$ cat src/rtl/lsq_pkg.sv
package lsq_pkg;

   // True when sequence number a is older than b, modulo 2^w.
   function automatic logic seq_older(input logic [31:0] a, input logic [31:0] b, input int w);
      logic [31:0] d;
      d = (a - b) << (32 - w);
      return d[31];
   endfunction

endpackage

$ cat src/rtl/lsq_store_queue.sv
module lsq_store_queue
   import lsq_pkg::*;
#(
   parameter int DEPTH  = 8,
   parameter int ADDR_W = 32,
   parameter int DATA_W = 32,
   parameter int SEQ_W  = 6,
   localparam int PTR_W = $clog2(DEPTH),
   localparam int CNT_W = PTR_W + 1
)(
   input  logic              clk,
   input  logic              rst_n,
   input  logic              alloc_valid,
   input  logic [SEQ_W-1:0]  alloc_seq,
   input  logic              exec_valid,
   input  logic [SEQ_W-1:0]  exec_seq,
   input  logic [ADDR_W-1:0] exec_addr,
   input  logic [DATA_W-1:0] exec_data,
   input  logic              commit_valid,
   input  logic              flush_valid,
   input  logic [SEQ_W-1:0]  flush_seq,
   output logic              full,
   output logic [PTR_W-1:0]  head,
   output logic              ent_valid [DEPTH],
   output logic              ent_known [DEPTH],
   output logic [ADDR_W-1:0] ent_addr  [DEPTH],
   output logic [DATA_W-1:0] ent_data  [DEPTH],
   output logic [SEQ_W-1:0]  ent_seq   [DEPTH],
   output logic              commit_ok,
   output logic [ADDR_W-1:0] commit_addr,
   output logic [SEQ_W-1:0]  commit_seq
);

   logic [PTR_W-1:0] tail;
   logic [CNT_W-1:0] count;
   logic [CNT_W-1:0] keep_cnt;
   logic             drop [DEPTH];
   logic             alloc_ok;

   assign full        = (count == CNT_W'(DEPTH));
   assign alloc_ok    = alloc_valid && !full;
   assign commit_ok   = commit_valid && (count != '0);
   assign commit_addr = ent_addr[head];
   assign commit_seq  = ent_seq[head];

   always_comb begin
      keep_cnt = '0;
      for (int i = 0; i < DEPTH; i++) begin
         drop[i] = ent_valid[i] && seq_older(32'(flush_seq), 32'(ent_seq[i]), SEQ_W);
         if (ent_valid[i] && !drop[i]) keep_cnt = keep_cnt + 1'b1;
      end
   end

   always_ff @(posedge clk) begin
      if (!rst_n) begin
         head  <= '0;
         tail  <= '0;
         count <= '0;
         for (int i = 0; i < DEPTH; i++) begin
            ent_valid[i] <= 1'b0;
            ent_known[i] <= 1'b0;
         end
      end else if (flush_valid) begin
         for (int i = 0; i < DEPTH; i++)
            if (drop[i]) ent_valid[i] <= 1'b0;
         count <= keep_cnt;
         tail  <= head + keep_cnt[PTR_W-1:0];
      end else begin
         if (exec_valid) begin
            for (int i = 0; i < DEPTH; i++) begin
               if (ent_valid[i] && ent_seq[i] == exec_seq) begin
                  ent_known[i] <= 1'b1;
                  ent_addr[i]  <= exec_addr;
                  ent_data[i]  <= exec_data;
               end
            end
         end
         if (commit_ok) begin
            ent_valid[head] <= 1'b0;
            head            <= head + 1'b1;
         end
         if (alloc_ok) begin
            ent_valid[tail] <= 1'b1;
            ent_known[tail] <= 1'b0;
            ent_seq[tail]   <= alloc_seq;
            tail            <= tail + 1'b1;
         end
         count <= count + CNT_W'(alloc_ok) - CNT_W'(commit_ok);
      end
   end


   commit_nonempty_chk: assert property (@(posedge clk) disable iff (!rst_n)
      commit_valid |-> (count != '0));


   st_alloc_space_chk: assert property (@(posedge clk) disable iff (!rst_n)
      alloc_valid |-> !full);

endmodule

$ cat src/rtl/lsq_fwd_select.sv
module lsq_fwd_select
   import lsq_pkg::*;
#(
   parameter int DEPTH  = 8,
   parameter int ADDR_W = 32,
   parameter int DATA_W = 32,
   parameter int SEQ_W  = 6,
   localparam int PTR_W = $clog2(DEPTH)
)(
   input  logic              clk,
   input  logic              rst_n,
   input  logic              ld_valid,
   input  logic [SEQ_W-1:0]  ld_seq,
   input  logic [ADDR_W-1:0] ld_addr,
   input  logic [PTR_W-1:0]  head,
   input  logic              ent_valid [DEPTH],
   input  logic              ent_known [DEPTH],
   input  logic [ADDR_W-1:0] ent_addr  [DEPTH],
   input  logic [DATA_W-1:0] ent_data  [DEPTH],
   input  logic [SEQ_W-1:0]  ent_seq   [DEPTH],
   output logic              hit,
   output logic [DATA_W-1:0] data,
   output logic [SEQ_W-1:0]  src_seq
);

   logic [DEPTH-1:0] cand;

   // One comparator per store entry: full-width address, age relative to the load.
   for (genvar g = 0; g < DEPTH; g++) begin : g_cmp
      assign cand[g] = ent_valid[g] && ent_known[g] && (ent_addr[g] == ld_addr)
                       && seq_older(32'(ent_seq[g]), 32'(ld_seq), SEQ_W);
   end

   // Walk from the oldest store; the last candidate seen is the youngest.
   always_comb begin
      logic [PTR_W-1:0] idx;
      hit     = 1'b0;
      data    = '0;
      src_seq = '0;
      for (int k = 0; k < DEPTH; k++) begin
         idx = head + PTR_W'(k);
         if (cand[idx]) begin
            hit     = ld_valid;
            data    = ent_data[idx];
            src_seq = ent_seq[idx];
         end
      end
   end


   fwd_older_chk: assert property (@(posedge clk) disable iff (!rst_n)
      hit |-> seq_older(32'(src_seq), 32'(ld_seq), SEQ_W));

endmodule

$ cat src/rtl/lsq_load_queue.sv
module lsq_load_queue
   import lsq_pkg::*;
#(
   parameter int DEPTH  = 8,
   parameter int ADDR_W = 32,
   parameter int SEQ_W  = 6,
   localparam int PTR_W = $clog2(DEPTH),
   localparam int CNT_W = PTR_W + 1
)(
   input  logic              clk,
   input  logic              rst_n,
   input  logic              alloc_valid,
   input  logic [SEQ_W-1:0]  alloc_seq,
   output logic              full,
   input  logic              exec_valid,
   input  logic [SEQ_W-1:0]  exec_seq,
   input  logic [ADDR_W-1:0] exec_addr,
   input  logic              exec_fwd,
   input  logic [SEQ_W-1:0]  exec_fwd_seq,
   input  logic              retire_valid,
   input  logic              commit_valid,
   input  logic [SEQ_W-1:0]  commit_seq,
   input  logic [ADDR_W-1:0] commit_addr,
   input  logic              snoop_valid,
   input  logic [ADDR_W-1:0] snoop_addr,
   input  logic              flush_valid,
   input  logic [SEQ_W-1:0]  flush_seq,
   output logic              replay_valid,
   output logic [SEQ_W-1:0]  replay_seq
);

   logic              valid [DEPTH];
   logic              done  [DEPTH];
   logic              fwd   [DEPTH];
   logic [SEQ_W-1:0]  fseq  [DEPTH];
   logic [ADDR_W-1:0] addr  [DEPTH];
   logic [SEQ_W-1:0]  seq   [DEPTH];
   logic              flag  [DEPTH];
   logic [PTR_W-1:0]  head, tail;
   logic [CNT_W-1:0]  count, keep_cnt;
   logic [DEPTH-1:0]  drop, hit_commit, hit_snoop, bad_flag;
   logic              alloc_ok, retire_ok;

   assign full      = (count == CNT_W'(DEPTH));
   assign alloc_ok  = alloc_valid && !full;
   assign retire_ok = retire_valid && (count != '0);

   always_comb begin
      keep_cnt = '0;
      for (int i = 0; i < DEPTH; i++) begin
         drop[i] = valid[i] && seq_older(32'(flush_seq), 32'(seq[i]), SEQ_W);
         if (valid[i] && !drop[i]) keep_cnt = keep_cnt + 1'b1;
         // A load is stale if it executed after the committing store in age,
         // at the same address, without data from that store or a younger one.
         hit_commit[i] = commit_valid && valid[i] && done[i]
                         && seq_older(32'(commit_seq), 32'(seq[i]), SEQ_W)
                         && (addr[i] == commit_addr)
                         && !(fwd[i] && !seq_older(32'(fseq[i]), 32'(commit_seq), SEQ_W));
         hit_snoop[i]  = snoop_valid && valid[i] && done[i] && (addr[i] == snoop_addr);
         bad_flag[i]   = valid[i] && flag[i] && !done[i];
      end
   end

   // Oldest flagged load, walking from the head.
   always_comb begin
      logic [PTR_W-1:0] idx;
      replay_valid = 1'b0;
      replay_seq   = '0;
      for (int k = DEPTH - 1; k >= 0; k--) begin
         idx = head + PTR_W'(k);
         if (valid[idx] && flag[idx]) begin
            replay_valid = 1'b1;
            replay_seq   = seq[idx];
         end
      end
   end

   always_ff @(posedge clk) begin
      if (!rst_n) begin
         head  <= '0;
         tail  <= '0;
         count <= '0;
         for (int i = 0; i < DEPTH; i++) begin
            valid[i] <= 1'b0;
            done[i]  <= 1'b0;
            flag[i]  <= 1'b0;
            fwd[i]   <= 1'b0;
         end
      end else if (flush_valid) begin
         for (int i = 0; i < DEPTH; i++)
            if (drop[i]) valid[i] <= 1'b0;
         count <= keep_cnt;
         tail  <= head + keep_cnt[PTR_W-1:0];
      end else begin
         for (int i = 0; i < DEPTH; i++) begin
            if (hit_commit[i] || hit_snoop[i]) flag[i] <= 1'b1;
            if (exec_valid && valid[i] && seq[i] == exec_seq) begin
               done[i] <= 1'b1;
               addr[i] <= exec_addr;
               fwd[i]  <= exec_fwd;
               fseq[i] <= exec_fwd_seq;
            end
         end
         if (retire_ok) begin
            valid[head] <= 1'b0;
            head        <= head + 1'b1;
         end
         if (alloc_ok) begin
            valid[tail] <= 1'b1;
            done[tail]  <= 1'b0;
            flag[tail]  <= 1'b0;
            fwd[tail]   <= 1'b0;
            seq[tail]   <= alloc_seq;
            tail        <= tail + 1'b1;
         end
         count <= count + CNT_W'(alloc_ok) - CNT_W'(retire_ok);
      end
   end


   snoop_flag_chk: assert property (@(posedge clk) disable iff (!rst_n)
      (!flush_valid && !retire_valid && (|hit_snoop)) |=> replay_valid);


   flag_needs_exec_chk: assert property (@(posedge clk) disable iff (!rst_n)
      bad_flag == '0);


   ld_alloc_space_chk: assert property (@(posedge clk) disable iff (!rst_n)
      alloc_valid |-> !full);

endmodule

$ cat src/rtl/lsq_disambig.sv
module lsq_disambig
   import lsq_pkg::*;
#(
   parameter int SQ_DEPTH = 8,
   parameter int LQ_DEPTH = 8,
   parameter int ADDR_W   = 32,
   parameter int DATA_W   = 32,
   parameter int SEQ_W    = 6,
   localparam int SQ_PTR_W = $clog2(SQ_DEPTH)
)(
   input  logic              clk,
   input  logic              rst_n,
   input  logic              st_alloc_valid,
   input  logic [SEQ_W-1:0]  st_alloc_seq,
   output logic              st_full,
   input  logic              st_exec_valid,
   input  logic [SEQ_W-1:0]  st_exec_seq,
   input  logic [ADDR_W-1:0] st_exec_addr,
   input  logic [DATA_W-1:0] st_exec_data,
   input  logic              st_commit_valid,
   input  logic              ld_alloc_valid,
   input  logic [SEQ_W-1:0]  ld_alloc_seq,
   output logic              ld_full,
   input  logic              ld_exec_valid,
   input  logic [SEQ_W-1:0]  ld_exec_seq,
   input  logic [ADDR_W-1:0] ld_exec_addr,
   output logic              ld_fwd_hit,
   output logic [DATA_W-1:0] ld_fwd_data,
   input  logic              ld_retire_valid,
   input  logic              snoop_valid,
   input  logic [ADDR_W-1:0] snoop_addr,
   input  logic              flush_valid,
   input  logic [SEQ_W-1:0]  flush_seq,
   output logic              replay_valid,
   output logic [SEQ_W-1:0]  replay_seq
);

   // Elaboration-time parameter checks.
   if ((SQ_DEPTH & (SQ_DEPTH - 1)) != 0 || SQ_DEPTH < 2) begin : g_bad_sq
      $error("SQ_DEPTH must be a power of two of at least 2");
   end
   if ((LQ_DEPTH & (LQ_DEPTH - 1)) != 0 || LQ_DEPTH < 2) begin : g_bad_lq
      $error("LQ_DEPTH must be a power of two of at least 2");
   end
   if (SEQ_W > 32 || (1 << (SEQ_W - 1)) < (SQ_DEPTH + LQ_DEPTH)) begin : g_bad_seq
      $error("SEQ_W too narrow for the in-flight window");
   end

   logic [SQ_PTR_W-1:0] sq_head;
   logic                sq_valid [SQ_DEPTH];
   logic                sq_known [SQ_DEPTH];
   logic [ADDR_W-1:0]   sq_addr  [SQ_DEPTH];
   logic [DATA_W-1:0]   sq_data  [SQ_DEPTH];
   logic [SEQ_W-1:0]    sq_seq   [SQ_DEPTH];
   logic                sq_commit_ok;
   logic [ADDR_W-1:0]   sq_commit_addr;
   logic [SEQ_W-1:0]    sq_commit_seq;
   logic [SEQ_W-1:0]    fwd_src_seq;

   lsq_store_queue #(
      .DEPTH(SQ_DEPTH), .ADDR_W(ADDR_W), .DATA_W(DATA_W), .SEQ_W(SEQ_W)
   ) u_sq (
      .clk         (clk),
      .rst_n       (rst_n),
      .alloc_valid (st_alloc_valid),
      .alloc_seq   (st_alloc_seq),
      .exec_valid  (st_exec_valid),
      .exec_seq    (st_exec_seq),
      .exec_addr   (st_exec_addr),
      .exec_data   (st_exec_data),
      .commit_valid(st_commit_valid),
      .flush_valid (flush_valid),
      .flush_seq   (flush_seq),
      .full        (st_full),
      .head        (sq_head),
      .ent_valid   (sq_valid),
      .ent_known   (sq_known),
      .ent_addr    (sq_addr),
      .ent_data    (sq_data),
      .ent_seq     (sq_seq),
      .commit_ok   (sq_commit_ok),
      .commit_addr (sq_commit_addr),
      .commit_seq  (sq_commit_seq)
   );

   lsq_fwd_select #(
      .DEPTH(SQ_DEPTH), .ADDR_W(ADDR_W), .DATA_W(DATA_W), .SEQ_W(SEQ_W)
   ) u_fwd (
      .clk      (clk),
      .rst_n    (rst_n),
      .ld_valid (ld_exec_valid),
      .ld_seq   (ld_exec_seq),
      .ld_addr  (ld_exec_addr),
      .head     (sq_head),
      .ent_valid(sq_valid),
      .ent_known(sq_known),
      .ent_addr (sq_addr),
      .ent_data (sq_data),
      .ent_seq  (sq_seq),
      .hit      (ld_fwd_hit),
      .data     (ld_fwd_data),
      .src_seq  (fwd_src_seq)
   );

   lsq_load_queue #(
      .DEPTH(LQ_DEPTH), .ADDR_W(ADDR_W), .SEQ_W(SEQ_W)
   ) u_lq (
      .clk         (clk),
      .rst_n       (rst_n),
      .alloc_valid (ld_alloc_valid),
      .alloc_seq   (ld_alloc_seq),
      .full        (ld_full),
      .exec_valid  (ld_exec_valid),
      .exec_seq    (ld_exec_seq),
      .exec_addr   (ld_exec_addr),
      .exec_fwd    (ld_fwd_hit),
      .exec_fwd_seq(fwd_src_seq),
      .retire_valid(ld_retire_valid),
      .commit_valid(sq_commit_ok),
      .commit_seq  (sq_commit_seq),
      .commit_addr (sq_commit_addr),
      .snoop_valid (snoop_valid),
      .snoop_addr  (snoop_addr),
      .flush_valid (flush_valid),
      .flush_seq   (flush_seq),
      .replay_valid(replay_valid),
      .replay_seq  (replay_seq)
   );

endmodule

$ cat config.mk
export PLATFORM = sky130hd
export DESIGN_NAME = lsq_disambig
export DESIGN_NICKNAME = d
export VERILOG_FILES = /design/src/rtl/lsq_pkg.sv /design/src/rtl/lsq_store_queue.sv /design/src/rtl/lsq_fwd_select.sv /design/src/rtl/lsq_load_queue.sv /design/src/rtl/lsq_disambig.sv
export SDC_FILE = /design/constraint.sdc
export NUM_CORES = 2
export LEC_CHECK = 0
export BUFFER_PORTS_ARGS = -buffer_cell sky130_fd_sc_hd__buf_2
export CORE_MARGIN = 4
export CORE_UTILIZATION = 38
export DETAILED_ROUTE_END_ITERATION = 6
export PLACE_DENSITY = 0.53
export SYNTH_ARGS = -nofsm -noshare
export SYNTH_HDL_FRONTEND = slang
export SYNTH_HIERARCHICAL = 1
export SYNTH_SLANG_ARGS = --single-unit
$ cat constraint.sdc
create_clock -name clk -period 7.7 [get_ports clk]
set_clock_uncertainty 0.1 [all_clocks]
set_input_delay 0.385 -clock clk [delete_from_list [all_inputs] [get_ports clk]]
set_output_delay 0.385 -clock clk [all_outputs]
set_load 0.02 [all_outputs]
=== Yosys cells after proc, flatten, opt, wreduce, memory -nomap -nowiden ===
Memories as Yosys holds them, arrays and structs flattened. A register that Yosys moved wholly into a read port is not among the register bits.
Index checks and enable logic that the tools add are counted.

* RAM bits: 384
* Output and inout port bits: 42
* Memories: 7
* Input bits: 168
* Register bits: 596

{| class="wikitable"
|+ Memories
! memory !! depth !! width !! read ports !! clocked after memory_dff !! write ports !! RTL line !! source
|-
| u_lq.addr || 8 || 32 || 8 || 0 || 8 || lsq_load_queue.sv:36 || <nowiki>logic [ADDR_W-1:0] addr [DEPTH];</nowiki>
|-
| u_lq.fseq || 8 || 6 || 8 || 0 || 8 || lsq_load_queue.sv:35 || <nowiki>logic [SEQ_W-1:0] fseq [DEPTH];</nowiki>
|-
| u_lq.seq || 8 || 6 || 16 || 1 || 1 || lsq_load_queue.sv:37 || <nowiki>logic [SEQ_W-1:0] seq [DEPTH];</nowiki>
|-
| u_lq.done || 8 || 1 || 8 || 0 || 9 || lsq_load_queue.sv:33 || <nowiki>logic done [DEPTH];</nowiki>
|-
| u_lq.flag || 8 || 1 || 8 || 1 || 9 || lsq_load_queue.sv:38 || <nowiki>logic flag [DEPTH];</nowiki>
|-
| u_lq.fwd || 8 || 1 || 8 || 0 || 9 || lsq_load_queue.sv:34 || <nowiki>logic fwd [DEPTH];</nowiki>
|-
| +1 memories || - || - || - || - || - || - ||
|}

* Equality and inequality tests: 50
* Mux-type cells: 310
* Order comparisons: 19
* Reduce and logical (&&, ||, !) cells: 225
* Add/sub/neg operators: 76
* Bitwise logic cells: 47

{| class="wikitable"
|+ Operator list
! operator !! number
|-
| $bmux W32 S3 || 9
|-
| $mux W32 || 26
|-
| $eq A32 B32 Y1 || 24
|-
| $sub A6 B6 Y6 || 40
|-
| $mux W6 || 33
|-
| $mux W1 || 185
|-
| $logic_and A1 B1 Y1 || 166
|-
| $bmux W6 S3 || 8
|-
| $eq A6 B6 Y1 || 16
|-
| $mux W8 || 9
|-
| $mux W4 || 16
|-
| $add A4 B1 Y4 const B || 14
|-
| $bwmux W48 || 1
|-
| $ge A4 B4 Y1 const B || 9
|-
| $mux W3 || 12
|-
| $not A3 Y4 || 9
|-
| $logic_not A1 Y1 || 34
|-
| $lt A3 B4 Y1 const B || 8
|-
| $or A1 B1 Y1 || 32
|-
| $reduce_and A4 Y1 || 8
|-
| $add A3 B3 Y3 const B || 8
|-
| $bmux W1 S3 || 8
|-
| $demux W6 S3 || 1
|-
| $and A8 B8 Y8 || 2
|-
| other kinds (18) || 49
|}

=== Logic depth before layout (Yosys ltp) ===
An unclocked memory read counts as a cell.

* Word-level depth: 22
* Mapped depth: 31
* Mapped depth without buffers: 30

=== By module ===
The synthesis kept the hierarchy.

{| class="wikitable"
|+ By module, submodules not included
! module !! cells an instance !! seq. area each (um^2) !! area an instance (um^2) !! instances
|-
| lsq_load_queue || 2,141 || 11,471.0 || 25,415.6 || 1
|-
| lsq_store_queue || 1,278 || 17,336.6 || 22,146.2 || 1
|-
| lsq_fwd_select || 1,937 || 0.0 || 18,022.3 || 1
|}

=== Least setup slack after synthesis ===
No wires, ideal clock.

* Kind: reg-to-reg
* Start point: register u_sq/ent_seq[37] (netlist name)
* End point: register u_sq.tail[2]
* Arrival: 5,485 ps
* Data required time: 7,468 ps
* Period minus slack after synthesis: 5,718 ps
* Setup slack: 1,982 ps
* Cell stages (with the launch flop): 30
* Cells stage by stage: edfxtp_1 -> inv_1 -> ha_1 -> a21oi_1 -> nor2b_1 -> o21ai_0 -> nand2b_1 -> a21oi_1 -> xnor2_1 -> and2_1 -> inv_1 -> ha_1 -> buf_2 -> nor2b_1 -> o22ai_1 -> or3b_1 -> mux2_2 -> ha_1 -> and2_1 -> o21bai_1 -> ha_1 -> xnor2_1 -> a22oi_1 -> o21ai_0 -> ha_1 -> mux2_2 -> fa_1 -> xor2_1 -> xnor2_1 -> a21oi_1

* Longest elaborated chain between the ends: 19

{| class="wikitable"
|+ RTL lines
! item !! RTL line !! source
|-
| start, declared || lsq_store_queue.sv:28 || <nowiki>output logic [SEQ_W-1:0] ent_seq [DEPTH],</nowiki>
|-
| start signal, assigned by index || lsq_store_queue.sv:85 || <nowiki>ent_seq[tail] <= alloc_seq;</nowiki>
|-
| $sub A6 B6 Y6 (*) || lsq_pkg.sv:6 || <nowiki>d = (a - b) << (32 - w);</nowiki>
|-
| $logic_and A1 B1 Y1 (*) || lsq_store_queue.sv:49 || <nowiki>drop[i] = ent_valid[i] && seq_older(32'(flush_seq), 32'(ent_seq[i]), SEQ_W);</nowiki>
|-
| $logic_not A1 Y1 (*) || lsq_store_queue.sv:50 || <nowiki>if (ent_valid[i] && !drop[i]) keep_cnt = keep_cnt + 1'b1;</nowiki>
|-
| $logic_and A1 B1 Y1 (*) || lsq_store_queue.sv:50 ||
|-
| $mux W4 (*) || lsq_store_queue.sv:50 ||
|-
| $add A4 B1 Y4 || lsq_store_queue.sv:50 ||
|-
| $mux W4 (*) || lsq_store_queue.sv:50 ||
|-
| $add A4 B1 Y4 || lsq_store_queue.sv:50 ||
|-
| [3 not listed] || - ||
|-
| $add A4 B1 Y4 || lsq_store_queue.sv:50 ||
|-
| $mux W4 (*) || lsq_store_queue.sv:50 ||
|-
| $add A4 B1 Y4 || lsq_store_queue.sv:50 ||
|-
| $mux W4 (*) || lsq_store_queue.sv:50 ||
|-
| $add A4 B1 Y4 || lsq_store_queue.sv:50 ||
|-
| $mux W4 (*) || lsq_store_queue.sv:50 ||
|-
| $add A3 B3 Y3 (*) || lsq_store_queue.sv:67 || <nowiki>tail <= head + keep_cnt[PTR_W-1:0];</nowiki>
|-
| $mux W3 (*) || lsq_store_queue.sv:63 || <nowiki>end else if (flush_valid) begin</nowiki>
|-
| end signal, assigned || lsq_store_queue.sv:67 ||
|-
| end signal, assigned || lsq_store_queue.sv:86 || <nowiki>tail <= tail + 1'b1;</nowiki>
|-
| end, declared || lsq_store_queue.sv:34 || <nowiki>logic [PTR_W-1:0] tail;</nowiki>
|}

Mark *: on every way between the ends. The rest lies on a longest branch, timed or not.
A chain may end at the register's enable or synchronous reset.

=== Final worst setup path ===
* Start point: register u_sq.head[1]
* End point: output ld_fwd_data[8]

* Longest elaborated chain between the ends: 12
* Elaborated cells on any way between the ends: 63

{| class="wikitable"
|+ RTL lines
! item !! RTL line !! source
|-
| start, declared || lsq_store_queue.sv:23 || <nowiki>output logic [PTR_W-1:0] head,</nowiki>
|-
| start signal, assigned || lsq_store_queue.sv:80 || <nowiki>head <= head + 1'b1;</nowiki>
|-
| $add A3 B1 Y3 / $not A3 Y4 (equally long branches) || lsq_fwd_select.sv:41, lsq_fwd_select.sv:44 ||
|-
| $not A3 Y4 (implied by the code) / $bmux W32 S3 (equally long branches) || lsq_fwd_select.sv:44 || <nowiki>data = ent_data[idx];</nowiki>
|-
| $bmux W32 S3 / $mux W32 (equally long branches) || lsq_fwd_select.sv:44 ||
|-
| $mux W32 (implied by the code) || lsq_fwd_select.sv:44 ||
|-
| $mux W32, on equally long branches || lsq_fwd_select.sv:44, lsq_fwd_select.sv:42 ||
|-
| $mux W32 (6 in series) || lsq_fwd_select.sv:42 || <nowiki>if (cand[idx]) begin</nowiki>
|-
| $mux W32 (*) || lsq_fwd_select.sv:42 ||
|-
| end, declared || lsq_disambig.sv:28 || <nowiki>output logic [DATA_W-1:0] ld_fwd_data,</nowiki>
|}

Mark *: on every way between the ends. The rest lies on a longest branch, timed or not. The select of a mux whose other input is x is not followed.

==> impl_metrics.json <==
{
  "layout_commonest_cell": "edfxtp_1",
  "min_path_cells": 1,
  "antenna_left": 0,
  "grt_pass1_vias": 48840,
  "crit_path_end_kind": "output port",
  "cts_resized": 0,
  "num_io_pins": 210,
  "outcome": "finished clean",
  "period_share_pct": 89.36,
  "post-route-min-period_ns": 6.881,
  "power_leakage_nw": 23.73,
  "internal_power_w": 0.01009,
  "clkSlewWorstSetupHoldPaths_ns": 0.06,
  "synth_edf_count": 912,
  "power_density_nw_per_um2": 196.2,
  "grt_max_degree": 130,
  "reg2reg_slack_ns": 1.28,
  "die_x_um": 423.4,
  "criticalPathCategory": "register to output port",
  "final_cell_mix": "edfxtp_1, xnor2_1, xor2_1, nand2_1, mux4_2",
  "ys.flop_type": "edfxtp_1",
  "finalHoldViolCount": 0,
  "drive_gt1_share_pct": 18.91,
  "wl_um": 255500,
  "synth-seq-cells": 983,
  "initial_utilization_pct": 38.23,
  "avgSynthCellArea_sq_um": 12.24,
  "cts_tree": "yes",
  "first_pass_iters": 6,
  "combinationalPowerShare_pct": 21.8,
  "cts_root_buffer": "clkbuf_16",
  "insertion_delay_ns": 0.78,
  "seqPwrFrac_pct": 41.0,
  "port_buffers": 209,
  "worstReg2RegStart": "u_sq/ent_seq[37]",
  "required_ns": 7.21,
  "fillers": 16055,
  "worstHoldEndpoint": "u_lq/addr[0][116]",
  "cap_violations": 0,
  "grt_pass1_wl_um": 359400,
  "reg2regPathDepth": 28,
  "sw_frac_of_total_pct": 30.23,
  "syn_area_sq_um": 65580,
  "holdWs_ns": 0.05075,
  "grt_use_total_pct": 27.56,
  "arrival_ns": 6.40,
  "place.gp.congestion": 0.9622,
  "yosys_warnings": 6,
  "num-nets-final": 5881,
  "setup-tns-final_ns": 0,
  "postSynthCellCount": 5356,
  "seq_area_sq_um": 28820,
  "hold_start": "ld_exec_addr[20]",
  "start_kind": "register",
  "reg2reg_to": "u_sq/tail[2]",
  "numCtsBuffers": 113,
  "p_sw_w": 0.004372,
  "die_y_um": 423.4,
  "clockPowerShare_pct": 37.2,
  "rsz0062_at_grt": "no",
  "core.rowCount": 152,
  "seq_area_frac_synth_pct": 43.92,
  "hold_path_class": "input port to register",
  "htree_levels": 3,
  "syn_nets": 5731,
  "clkSinkCount": 983,
  "drc": 0,
  "async_flop_share_pct": 0,
  "timing.slew.headroom_pct": 16.10,
  "cts_buffer_depth": 3,
  "gr-total-overflow": 0,
  "fp.dieArea_sq_um": 179300,
  "max_freq_ghz": 0.1453,
  "wire_per_inst_um": 32.21,
  "antenna_found_initial": 32,
  "areaGrowthSynthToFinish_pct": 12.43,
  "vdd_drop_max_uv": 208.7,
  "worstMarginPinSlew_ns": 1.249,
  "first_iter_violations": 6172,
  "vias_per_cell": 6.303,
  "synth_cell_types": 114,
  "setup_viol_count_final": 0,
  "drv_slew": 0,
  "num_vias": 49987,
  "multi_input_area_sq_um": 34830,
  "coreArea_sq_um": 171500,
  "post-dp-hpwl_um": 173200,
  "crit_path_max_fanout": 116
}
[per-stage QoR]
step | total power [W] | instance area (sq um) | setup slack [ns] | utilization (%) | cells
detailed placement | 0.009100 | 69180 | 1.105 | 40.32 | 7614
finish | 0.01446 | 73730 | 0.8193 | 42.98 | 7931
CTS | 0.01450 | 73700 | 0.9369 | 42.96 | 7916
floorplan | 0.008042 | 65580 | 1.982 | - | 5356
global route | 0.01495 | 73720 | 0.6180 | 42.97 | 7926
global placement | 0.009084 | 69180 | 1.119 | 40.32 | 7614
[worst max-delay path by stage]
stage                     start  depth (start not counted)        endpoint
3_3_place_gp       flush_seq[1]                         28    u_sq/tail[2]
3_5_place_dp       flush_seq[1]                         28    u_sq/tail[2]
5_1_grt            u_sq/head[1]                         11  ld_fwd_data[8]
6_report           u_sq/head[1]                         11  ld_fwd_data[8]
2_1_floorplan  u_sq/ent_seq[37]                         29    u_sq/tail[2]
4_1_cts            u_sq/head[1]                         11  ld_fwd_data[8]
[power groups by stage]
stage | logic, W | clock network [W] | registers (W)
finish | 0.00315 | 0.00538 | 0.00593
global route | 0.00333 | 0.00569 | 0.00593
CTS | 0.00311 | 0.00546 | 0.00593
detailed placement | 0.00306 | 0 | 0.00604
global placement | 0.00304 | 0 | 0.00604
floorplan | 0.00203 | 0 | 0.00601
[flip-flops by register name, indices dropped and copies added (netlist names), 8 cells and up, named ones only]
signal          count
u_lq/valid          8
u_lq/fseq          48
u_lq/seq           48
u_lq/flag           8
u_sq/ent_known      8
u_sq/ent_seq       48
u_sq/ent_valid      8
u_lq/done           8
u_lq/fwd            8
u_lq/addr         256
u_sq/ent_addr     256
u_sq/ent_data     256
[logic make-up after synthesis]
| family | Yosys count | synth area share [%] |
|---|---|---|
| simple gates | 1206 | 9.419 |
| buf+inv | 524 | 3.415 |
| fa+ha+maj | 207 | 3.995 |
| flops | 983 | 43.92 |
| mux | 639 | 17.05 |
| xor+xnor | 986 | 13.43 |
| compound gates | 811 | 8.766 |
[timing repair]
| item | in CTS | in global routing |
|---|---|---|
| endpoints found under the hold margin | 653 | 0 |
| hold buffers | 87 | 0 |
| setup buffers | 0 | 0 |
[critical path, stage by stage, from the launching register on]
cell and delay [ns]:
dfxtp_4 0.89, clkinv_1 0.54, ha_4 0.50, buf_12 0.60, nand3_1 0.18, o211ai_1 0.26, nand4b_1 0.81, buf_4 0.59
a21oi_1 0.20, o311ai_1 0.12, a32oi_1 0.55, buf_2 0.27
[synth_stat cells (all sizes together), types with 119 or more instances]
master | n | area [sq um]
a21oi | 164 | 820.8
a22oi | 158 | 1205
buf | 123 | 639.4
clkbuf | 274 | 1059
edfxtp | 912 | 27390
ha | 203 | 2540
inv | 119 | 446.7
mux2i | 213 | 2148
mux4 | 376 | 8468
nand2 | 419 | 1575
nand4 | 188 | 1176
nor4 | 144 | 900.9
o21ai | 140 | 700.7
xnor2 | 514 | 4536
xor2 | 467 | 4154
[per-layer routing]
| layer | track usage [%] | wire, um | part of all wire, % |
|---|---|---|---|
| met5 | 0 | 27 | 0.011 |
| met4 | 12.88 | 12830 | 5.0 |
| met3 | 4.441 | 22840 | 8.9 |
| met2 | 44.07 | 118200 | 46 |
| met1 | 36.74 | 101600 | 40 |
[area by class of cell]
cell class                      count  area share, %
Multi-Input combinational cell   3849          47.24
Sequential cell                   983          39.09
Timing Repair Buffer              435          4.117
Clock buffer                      134          3.942
Tap cell                         2310          3.920
Clock inverter                     81          1.008
Inverter                          124         0.6313
Antenna cell                       15        0.05091
(Power assumes the default switching activity.)
